`src/rtl/rtc_pkg.sv`:
```
package rtc_pkg;
   localparam int BYTE_W = 8;
   typedef logic [BYTE_W-1:0] byte_t;
   typedef logic [6:0]        num_t;

   localparam int IX_SEC   = 0;
   localparam int IX_ASEC  = 1;
   localparam int IX_MIN   = 2;
   localparam int IX_AMIN  = 3;
   localparam int IX_HR    = 4;
   localparam int IX_AHR   = 5;
   localparam int IX_WDAY  = 6;
   localparam int IX_MDAY  = 7;
   localparam int IX_MON   = 8;
   localparam int IX_YEAR  = 9;
   localparam int IX_STAT  = 10;
   localparam int IX_CTRL  = 11;
   localparam int NUM_TIME = 10;

   localparam int CB_HALT = 7;
   localparam int CB_BIN  = 2;
   localparam int CB_H24  = 1;
   localparam byte_t CTRL_RESET = 8'h02;

   function automatic num_t to_num(byte_t v, logic bin);
      if (bin) return v[6:0];
      return 7'(v[7:4]) * 7'd10 + 7'(v[3:0]);
   endfunction

   function automatic byte_t to_byte(num_t n, logic bin);
      if (bin) return {1'b0, n};
      return {4'(n / 7'd10), 4'(n % 7'd10)};
   endfunction

   function automatic num_t hour_to24(byte_t h, logic bin, logic h24);
      num_t b;
      if (h24) return to_num(h, bin);
      b = to_num({1'b0, h[6:0]}, bin);
      if (b == 7'd12) b = 7'd0;
      if (h[7]) b = b + 7'd12;
      return b;
   endfunction

   function automatic byte_t hour_from24(num_t n, logic bin, logic h24);
      num_t  b;
      byte_t r;
      logic  pm;
      if (h24) return to_byte(n, bin);
      pm = (n >= 7'd12);
      b  = pm ? n - 7'd12 : n;
      if (b == 7'd0) b = 7'd12;
      r    = to_byte(b, bin);
      r[7] = pm;
      return r;
   endfunction

   function automatic num_t last_day(num_t mo, logic leap);
      case (mo)
         7'd2:                       return leap ? 7'd29 : 7'd28;
         7'd4, 7'd6, 7'd9, 7'd11:    return 7'd30;
         default:                    return 7'd31;
      endcase
   endfunction
endpackage

```
`src/rtl/rtc_seq.sv`:
```
module rtc_seq
   import rtc_pkg::*;
#(
   parameter int LEAD_TICKS = 8,
   parameter int HOLD_TICKS = 65
) (
   input  logic clk,
   input  logic rst_n,
   input  logic tick,
   input  logic fast_en,
   input  logic halt,
   output logic busy,
   output logic commit,
   output logic check
);
   localparam int MAXT  = (LEAD_TICKS > HOLD_TICKS) ? LEAD_TICKS : HOLD_TICKS;
   localparam int CNT_W = $clog2(MAXT + 1);
   localparam logic [CNT_W-1:0] LEAD_LAST = CNT_W'(LEAD_TICKS - 1);
   localparam logic [CNT_W-1:0] HOLD_LAST = CNT_W'(HOLD_TICKS - 1);

   initial begin
      assert (LEAD_TICKS >= 1) else $error("rtc_seq: LEAD_TICKS must be at least 1");
      assert (HOLD_TICKS >= 1) else $error("rtc_seq: HOLD_TICKS must be at least 1");
   end

   typedef enum logic [2:0] {S_IDLE, S_LEAD, S_COMMIT, S_CHECK, S_HOLD} st_t;
   st_t              st_q;
   logic [CNT_W-1:0] cnt_q;

   always_ff @(posedge clk) begin
      if (!rst_n) begin
         st_q  <= S_IDLE;
         cnt_q <= '0;
      end else begin
         case (st_q)
            S_IDLE: if (tick && !halt) begin
               st_q  <= S_LEAD;
               cnt_q <= '0;
            end
            S_LEAD: if (fast_en) begin
               if (cnt_q == LEAD_LAST) st_q <= S_COMMIT;
               else                    cnt_q <= cnt_q + 1'b1;
            end
            S_COMMIT: st_q <= S_CHECK;
            S_CHECK: begin
               st_q  <= S_HOLD;
               cnt_q <= '0;
            end
            S_HOLD: if (fast_en) begin
               if (cnt_q == HOLD_LAST) st_q <= S_IDLE;
               else                    cnt_q <= cnt_q + 1'b1;
            end
            default: st_q <= S_IDLE;
         endcase
      end
   end

   assign busy   = (st_q != S_IDLE);
   assign commit = (st_q == S_COMMIT);
   assign check  = (st_q == S_CHECK);

   // the advance never comes without the flag having been up beforehand
   a_r2_lead_before_commit: assert property (@(posedge clk) disable iff (!rst_n)
      commit |-> $past(busy));
   // the flag can only drop out of the hold phase, never right after the advance
   a_r3_hold_after_commit: assert property (@(posedge clk) disable iff (!rst_n)
      commit |=> busy);
endmodule

```
`src/rtl/rtc_advance.sv`:
```
module rtc_advance
   import rtc_pkg::*;
(
   input  byte_t sec_i,
   input  byte_t min_i,
   input  byte_t hr_i,
   input  byte_t wday_i,
   input  byte_t mday_i,
   input  byte_t mon_i,
   input  byte_t year_i,
   input  logic  bin,
   input  logic  h24,
   output byte_t sec_o,
   output byte_t min_o,
   output byte_t hr_o,
   output byte_t wday_o,
   output byte_t mday_o,
   output byte_t mon_o,
   output byte_t year_o
);
   num_t s, m, h, w, d, mo, y, dlast;
   logic c_s, c_m, c_h, c_d, c_mo;

   always_comb begin
      s  = to_num(sec_i, bin);
      m  = to_num(min_i, bin);
      h  = hour_to24(hr_i, bin, h24);
      w  = to_num(wday_i, bin);
      d  = to_num(mday_i, bin);
      mo = to_num(mon_i, bin);
      y  = to_num(year_i, bin);
      dlast = last_day(mo, (y[1:0] == 2'b00));

      c_s  = (s >= 7'd59);
      c_m  = c_s && (m >= 7'd59);
      c_h  = c_m && (h >= 7'd23);
      c_d  = c_h && (d >= dlast);
      c_mo = c_d && (mo >= 7'd12);

      sec_o  = to_byte(c_s ? 7'd0 : s + 7'd1, bin);
      min_o  = c_s ? to_byte((m >= 7'd59) ? 7'd0 : m + 7'd1, bin) : min_i;
      hr_o   = c_m ? hour_from24((h >= 7'd23) ? 7'd0 : h + 7'd1, bin, h24) : hr_i;
      wday_o = c_h ? to_byte((w >= 7'd7) ? 7'd1 : w + 7'd1, bin) : wday_i;
      mday_o = c_h ? to_byte(c_d ? 7'd1 : d + 7'd1, bin) : mday_i;
      mon_o  = c_d ? to_byte(c_mo ? 7'd1 : mo + 7'd1, bin) : mon_i;
      year_o = c_mo ? to_byte((y >= 7'd99) ? 7'd0 : y + 7'd1, bin) : year_i;
   end
endmodule

```
`src/rtl/rtc_alarm_cmp.sv`:
```
module rtc_alarm_cmp
   import rtc_pkg::*;
#(
   parameter int NUM_FIELDS = 3,
   parameter bit WILDCARD   = 1'b1
) (
   input  logic [NUM_FIELDS-1:0][BYTE_W-1:0] cur,
   input  logic [NUM_FIELDS-1:0][BYTE_W-1:0] alm,
   output logic                              all_hit
);
   initial begin
      assert (NUM_FIELDS >= 1) else $error("rtc_alarm_cmp: NUM_FIELDS must be at least 1");
   end

   logic [NUM_FIELDS-1:0] hit;

   for (genvar i = 0; i < NUM_FIELDS; i++) begin : g_field
      if (WILDCARD) begin : g_wild
         assign hit[i] = (alm[i][7:6] == 2'b11) || (alm[i] == cur[i]);
      end else begin : g_exact
         assign hit[i] = (alm[i] == cur[i]);
      end
   end

   assign all_hit = &hit;
endmodule

```
`src/rtl/rtc_calendar.sv`:
```
module rtc_calendar
   import rtc_pkg::*;
#(
   parameter int LEAD_TICKS = 8,
   parameter int HOLD_TICKS = 65,
   parameter bit WILDCARD   = 1'b1
) (
   input  logic       clk,
   input  logic       rst_n,
   input  logic       sec_tick,
   input  logic       fast_en,
   input  logic       wr_en,
   input  logic [3:0] addr,
   input  logic [7:0] wdata,
   output logic [7:0] rdata,
   output logic       uip,
   output logic       alarm_pulse
);
   byte_t tq [NUM_TIME];
   byte_t ctrl_q;
   logic  commit, check, hit;
   byte_t n_sec, n_min, n_hr, n_wday, n_mday, n_mon, n_year;

   rtc_seq #(.LEAD_TICKS(LEAD_TICKS), .HOLD_TICKS(HOLD_TICKS)) u_seq (
      .clk(clk), .rst_n(rst_n), .tick(sec_tick), .fast_en(fast_en),
      .halt(ctrl_q[CB_HALT]), .busy(uip), .commit(commit), .check(check)
   );

   rtc_advance u_adv (
      .sec_i(tq[IX_SEC]), .min_i(tq[IX_MIN]), .hr_i(tq[IX_HR]),
      .wday_i(tq[IX_WDAY]), .mday_i(tq[IX_MDAY]), .mon_i(tq[IX_MON]),
      .year_i(tq[IX_YEAR]), .bin(ctrl_q[CB_BIN]), .h24(ctrl_q[CB_H24]),
      .sec_o(n_sec), .min_o(n_min), .hr_o(n_hr), .wday_o(n_wday),
      .mday_o(n_mday), .mon_o(n_mon), .year_o(n_year)
   );

   rtc_alarm_cmp #(.NUM_FIELDS(3), .WILDCARD(WILDCARD)) u_alm (
      .cur({tq[IX_HR], tq[IX_MIN], tq[IX_SEC]}),
      .alm({tq[IX_AHR], tq[IX_AMIN], tq[IX_ASEC]}),
      .all_hit(hit)
   );

   always_ff @(posedge clk) begin
      if (!rst_n) begin
         for (int i = 0; i < NUM_TIME; i++) tq[i] <= '0;
         tq[IX_WDAY] <= 8'h01;
         tq[IX_MDAY] <= 8'h01;
         tq[IX_MON]  <= 8'h01;
         ctrl_q      <= CTRL_RESET;
      end else begin
         if (commit && !ctrl_q[CB_HALT]) begin
            tq[IX_SEC]  <= n_sec;
            tq[IX_MIN]  <= n_min;
            tq[IX_HR]   <= n_hr;
            tq[IX_WDAY] <= n_wday;
            tq[IX_MDAY] <= n_mday;
            tq[IX_MON]  <= n_mon;
            tq[IX_YEAR] <= n_year;
         end
         if (wr_en) begin
            if (int'(addr) < NUM_TIME) tq[addr] <= wdata;
            else if (int'(addr) == IX_CTRL) ctrl_q <= wdata;
         end
      end
   end

   always_comb begin
      if (int'(addr) < NUM_TIME)      rdata = tq[addr];
      else if (int'(addr) == IX_STAT) rdata = {uip, 7'd0};
      else if (int'(addr) == IX_CTRL) rdata = ctrl_q;
      else                            rdata = '0;
   end

   assign alarm_pulse = check && hit;

   // seconds byte moves only by an advance or a software write
   a_r2_sec_steady: assert property (@(posedge clk) disable iff (!rst_n)
      (!commit && !wr_en) |=> $stable(tq[IX_SEC]));
   // the alarm event is a single-cycle pulse
   a_r8_single_pulse: assert property (@(posedge clk) disable iff (!rst_n)
      alarm_pulse |=> !alarm_pulse);
   // the alarm event only appears inside an update window
   a_r8_pulse_in_window: assert property (@(posedge clk) disable iff (!rst_n)
      alarm_pulse |-> uip);
   // with the halt bit set, an idle keeper stays idle
   a_r10_halt_blocks: assert property (@(posedge clk) disable iff (!rst_n)
      (ctrl_q[CB_HALT] && !uip) |=> !uip);
endmodule

```
`config.mk`:
```
export PLATFORM = sky130hd
export DESIGN_NAME = rtc_calendar
export DESIGN_NICKNAME = d
export VERILOG_FILES = /design/src/rtl/rtc_pkg.sv /design/src/rtl/rtc_seq.sv /design/src/rtl/rtc_advance.sv /design/src/rtl/rtc_alarm_cmp.sv /design/src/rtl/rtc_calendar.sv
export SDC_FILE = /design/constraint.sdc
export NUM_CORES = 1
export LEC_CHECK = 0
export BUFFER_PORTS_ARGS = -buffer_cell sky130_fd_sc_hd__buf_2
export CAP_MARGIN = 20
export CORE_UTILIZATION = 35
export DETAILED_ROUTE_END_ITERATION = 7
export SYNTH_ARGS = -nofsm -noshare
export SYNTH_HDL_FRONTEND = slang
export SYNTH_SLANG_ARGS = --single-unit
```
`constraint.sdc`:
```
create_clock -name clk -period 11.35 [get_ports clk]
set_clock_uncertainty 0.2 [all_clocks]
set_input_delay 2.27 -clock clk [delete_from_list [all_inputs] [get_ports clk]]
set_output_delay 2.27 -clock clk [all_outputs]
set_load 0.01 [all_outputs]
```
; ---- After elaboration in Yosys (flattened, before gate mapping)
; Memories as Yosys holds them, arrays and structs flattened.
; Index checks and enable logic that the tools add are counted.
[word_totals]
reg_bits = 18
latch_bits = 0
ram_bits = 80
romBits = 0
in_bits = 17
output_inout_bits = 10
elab_cells = 236
n_memories = 1
[memory_table]
columns = memory, depth, width, rd, rd_clocked_by_memory_dff, wr, line_no
row1 = tq, 10, 8, 11, 0, 10, rtc_calendar.sv:19  ; byte_t tq [NUM_TIME];
[classes]
n_addsub = 18
mul = 8
div_mod_pow = 16
order_cmp = 9
n_eq_ne = 33
n_shift = 0
mux = 97
bitwise_logic = 29
reduce_logical = 22
[op_table]
columns = cell, count
row1 = $mux W8, 36
row2 = $mux W7, 38
row3 = $add A7 B1 Y7 const B, 8
row4 = $add A7 B4 Y7, 8
row5 = $div A7 B4 Y7 const B, 8
row6 = $mod A7 B4 Y7 const B, 8
row7 = $mul A4 B3 Y6 const B, 7
row8 = $pmux W7 S4, 1
row9 = $eq A4 B4 Y1 const A, 6
row10 = $eq A8 B8 Y1, 3
row11 = $eq A7 B3 Y1 const B, 3
row12 = $eq A7 B4 Y1 const B, 3
row13 = $mux W3, 5
row14 = $pmux W3 S5, 1
row15 = $ge A7 B4 Y1 const B, 2
row16 = $ge A7 B6 Y1 const B, 2
row17 = $mux W1, 14
row18 = $pmux W7 S2, 1
row19 = $and A1 B1 Y1, 12
row20 = $or A1 B1 Y1, 10
row21 = $eq A4 B4 Y1 const B, 2
row22 = $ne A2 B2 Y1 const B, 4
row23 = $reduce_or A8 Y1, 1
row24 = $add A7 B4 Y7 const B, 1
row25 = 28 further kinds, 48

; ---- Logic depth before layout (Yosys ltp)
; An unclocked memory read counts as a cell.
[depth]
ltp_word = 23
ltp_mapped = 42
depth_no_buf = 38

; ---- Hierarchy
; Synthesis repeated with hierarchy kept, for this count alone.
[hier_totals]
cells_unflattened = 1492
area_unflattened_um2 = 12271.8
[by_module_without_submodules]
columns = module, n_inst, cells_per_inst, area_each_um2, seq_area_each_um2
row1 = rtc_advance, 1, 921, 6306.0, 0.0
row2 = rtc_calendar, 1, 460, 4992.3, 2562.5
row3 = rtc_seq, 1, 77, 693.2, 200.2
row4 = rtc_alarm_cmp, 1, 34, 280.3, 0.0

; ---- Worst setup path before layout
; Ideal clock, no wire load.
[synth_path]
path_kind = register to register
from = mem tq[4][6] (netlist bit)
to = mem tq[4][3] (netlist bit), data pin
setup_time_ps = 257
t_arrival_ps = 8705
t_required_ps = 10893
path_slack_ps = 2189
path_stages_with_launch = 40
n_path_buf = 4
period_less_slack_ps = 9161
cell_sequence = edfxtp_1 -> ha_1 -> ha_1 -> ha_1 -> o211ai_1 -> or3_1 -> and4_1 -> or2_1 -> nand2_1 -> nand2_1 -> ha_1 -> nand2b_1 -> o41ai_1 -> xor2_1 -> a221o_1 -> or3_1 -> buf_2 -> or2_2 -> [... 4 more ...] -> clkbuf_1 -> nand2b_1 -> nand2_1 -> ha_1 -> a2111oi_4 -> a21oi_1 -> ha_1 -> a211o_1 -> a21oi_1 -> nor2_1 -> xnor2_1 -> ha_1 -> a21boi_0 -> o21bai_2 -> xnor2_1 -> a41o_1 -> a31o_1 -> a32o_1
[synth_lines]
columns = element, line_no
row1 = start: declaration, rtc_calendar.sv:19

==> impl_results.md <==
* Status: complete, no violations
* Die area at 0.0322 sq mm
* Avg WL per Cell at 18.7 um
* Yosys cell types at 89
* Port buffer count at 26
* F_max at 0.0986 GHz
* Initial antenna violation count at 1
* Post-CTS Setup Bufs at 0
* Avg Cell Area, Syn at 8.37 sq um
* TritonCTS clock tree: built
* Final Power at 1.71 mW
* Max-cap viol count at 0
* Period utilisation layout at 0.894
* Detailed-route via count at 9,900
* Longest Clk Path Bufs at 2
* Post-Syn Area at 0.0110 sq mm
* Total Routed Length at 31.6 mm
* Layout cells sized above 1 at 0.0849
* Vias per cell at 5.85
* Unrepaired setup endpoints after global routing: no
* Final max-slew violation count at 0
* Clk slew on worst S/H paths at 70 ps
* PD cells at 146 mW/mm^2
* Layout fillers at 3,186
* Critical path required time at 11,260 ps
* Min Hold Slack at 276 ps
* Syn nets at 1,419
* Cell row count at 64
* Post-cts resize count at 0
* Initial DRC Count at 791
* Final hold vios at 0
* DR pass1 iterations at 5
* Die span in x at 179 um
* FF+latch count, synth at 98
* CTS Root Cell: clkbuf_16
* Most frequent cell after synthesis: nand2_1
* Hold_buf cts at 0
* Final Wtd Congestion at 0.888
* DRT antenna net count at 0
* Cells after synthesis at 1,316
* Total gr overflow at 0
* Slew @ Worst Pin at 886 ps
* Setup crit end kind: flop
* Final Critical Period at 10,150 ps
* Vias in the first global route at 9,365
* IO Count at 27
* Final setup fails at 0
* P_leak at 4.39 nW
* Dominant synthesized flop cell: edfxtp_1
* Ys async rst share at 0
* CP most frequent cell: ha_1
* Clk_lat worst skew at 360 ps
* Worst Hold Class: reg2reg
* Post-DP Area at 0.0114 sq mm
* Max-slew headroom at 0.404
* Slowest cell on crit path: edfxtp_1
* Post-synthesis sequential area ratio at 0.251
* Nets at 1,393
* DRC Markers at 0
* Largest net degree at the start of global routing at 67
* Post-synth top cells: nand2_1 (167), nor2_1 (105), edfxtp_1 (80), o21ai_0 (76), ha_1 (72)
* CTS buffer count at 9
* Critical Path Start Type: flop
* Footprint of the multi-input gates at 0.00786 sq mm
* Die height at 179 um
* Share of the synthesized area in the top cell type at 0.218
* Max FO, Critical Path at 18
* Post-DP HPWL at 23.6 mm
* Fin area at 0.0117 sq mm
* H-tree Lvls at 3
* Area leader, netlist: edfxtp_1
* Fin util at 0.381
* Setup TNS at 0 ps
* Area Overhead vs Synth at 6.42%
* GRT Overall Usage at 0.196
* WP data arrival at 10,050 ps
* Worst-case vdd ir drop at 0.118 mV
* Global-route wire length before repair at 50.3 mm
* Number of synthesized flops with an enable pin at 80
* Slowest stage delay, CP at 550 ps
* Synth area leaders: edfxtp_1 (22%), ha_1 (8.2%), nand2_1 (5.7%), xor2_1 (4.5%), xnor2_1 (3.7%)
* Synthesis warning total at 0
* CTS Sinks at 98
* Reg area at 0.00277 sq mm
* Worst Path Class, Setup: reg2reg
* Core region area at 0.0307 sq mm
* Starting Density at 0.358
## final timing paths
| check | startpoint | to | slack (ps) | cells after the start |
|---|---|---|---|---|
| setup reg to reg | tq[4][4] | tq[4][3] | 1200 | 37 |
| hold reg to reg | ctrl_q[5] | ctrl_q[5] | 280 | 2 |
| setup / recovery | tq[4][4] | tq[4][3] | 1200 | 37 |
| hold / removal | ctrl_q[5] | ctrl_q[5] | 280 | 2 |
## area by class of cell
| class | instances | share of cell area |
|---|---|---|
| clock buffers | 11 | 0.0207 |
| clock inverters | 5 | 0.00320 |
| well taps | 396 | 0.0423 |
| repair buffers | 34 | 0.0160 |
| inverters | 36 | 0.0115 |
| flip-flops and latches | 98 | 0.236 |
| multi-input cells | 1111 | 0.670 |
| diodes | 1 | 0.000213 |
## per-layer routing
layer | part of all wire | vias up | global-route usage
li1 | - | 4821 | -
met1 | 0.44 | 4689 | 0.259
met2 | 0.45 | 315 | 0.315
met3 | 0.064 | 75 | 0.0284
met4 | 0.039 | 0 | 0.0921
met5 | 0 | - | 0
## sequential cells by signal, summed over array words and instances, names as in the netlist
register and flops:
u_seq.st_q 3, tq 80, ctrl_q 8, u_seq.cnt_q 7
## per-stage QoR
step	worst slack (ps)	cells
floorplan	2190	1316
global placement	1480	1672
detailed placement	1300	1672
CTS	1250	1688
global route	404	1692
finish	1200	1692
## layout by cell type, fill, tap and decap left out, types with 19 or more instances in the layout
| master | netlist | layout |
|---|---|---|
| xnor2_1 | 47 | 47 |
| edfxtp_1 | 80 | 80 |
| nand2_1 | 167 | 167 |
| nor3_1 | 36 | 36 |
| xor2_1 | 57 | 57 |
| nand2b_1 | 26 | 26 |
| a21oi_1 | 68 | 68 |
| nand3_1 | 37 | 37 |
| ha_1 | 72 | 72 |
| mux2i_1 | 32 | 32 |
| o21ai_0 | 76 | 76 |
| nor4_1 | 19 | 19 |
| buf_2 | 3 | 26 |
| inv_1 | 32 | 32 |
| and2_1 | 39 | 39 |
| nor2_1 | 105 | 105 |
## kinds of logic after synthesis
kind of cell | share of synthesized area
compound gates | 0.209
mux | 0.0771
fa+ha+maj | 0.112
buf+inv | 0.0375
flops | 0.251
simple gates | 0.229
xor+xnor | 0.0842
## worst max-delay path: cells and delay by family (launching register included)
family / cells / cell delay [ps]
AND/OR/NAND/NOR: 13 / 3270
flip-flops: 1 / 550
AO/OA/AOI/OAI: 13 / 2730
buffers and inverters: 1 / 90
XOR/XNOR: 2 / 560
adder cells (fa/ha/maj): 8 / 2480
## power breakdown
part	total (mW)	internal, mW	switching (mW)
sequential	0.437	0.407	0.0295
clock	0.302	0.157	0.145
combinational	0.969	0.384	0.585
Note: power is estimated with default switching activity, not from simulation.
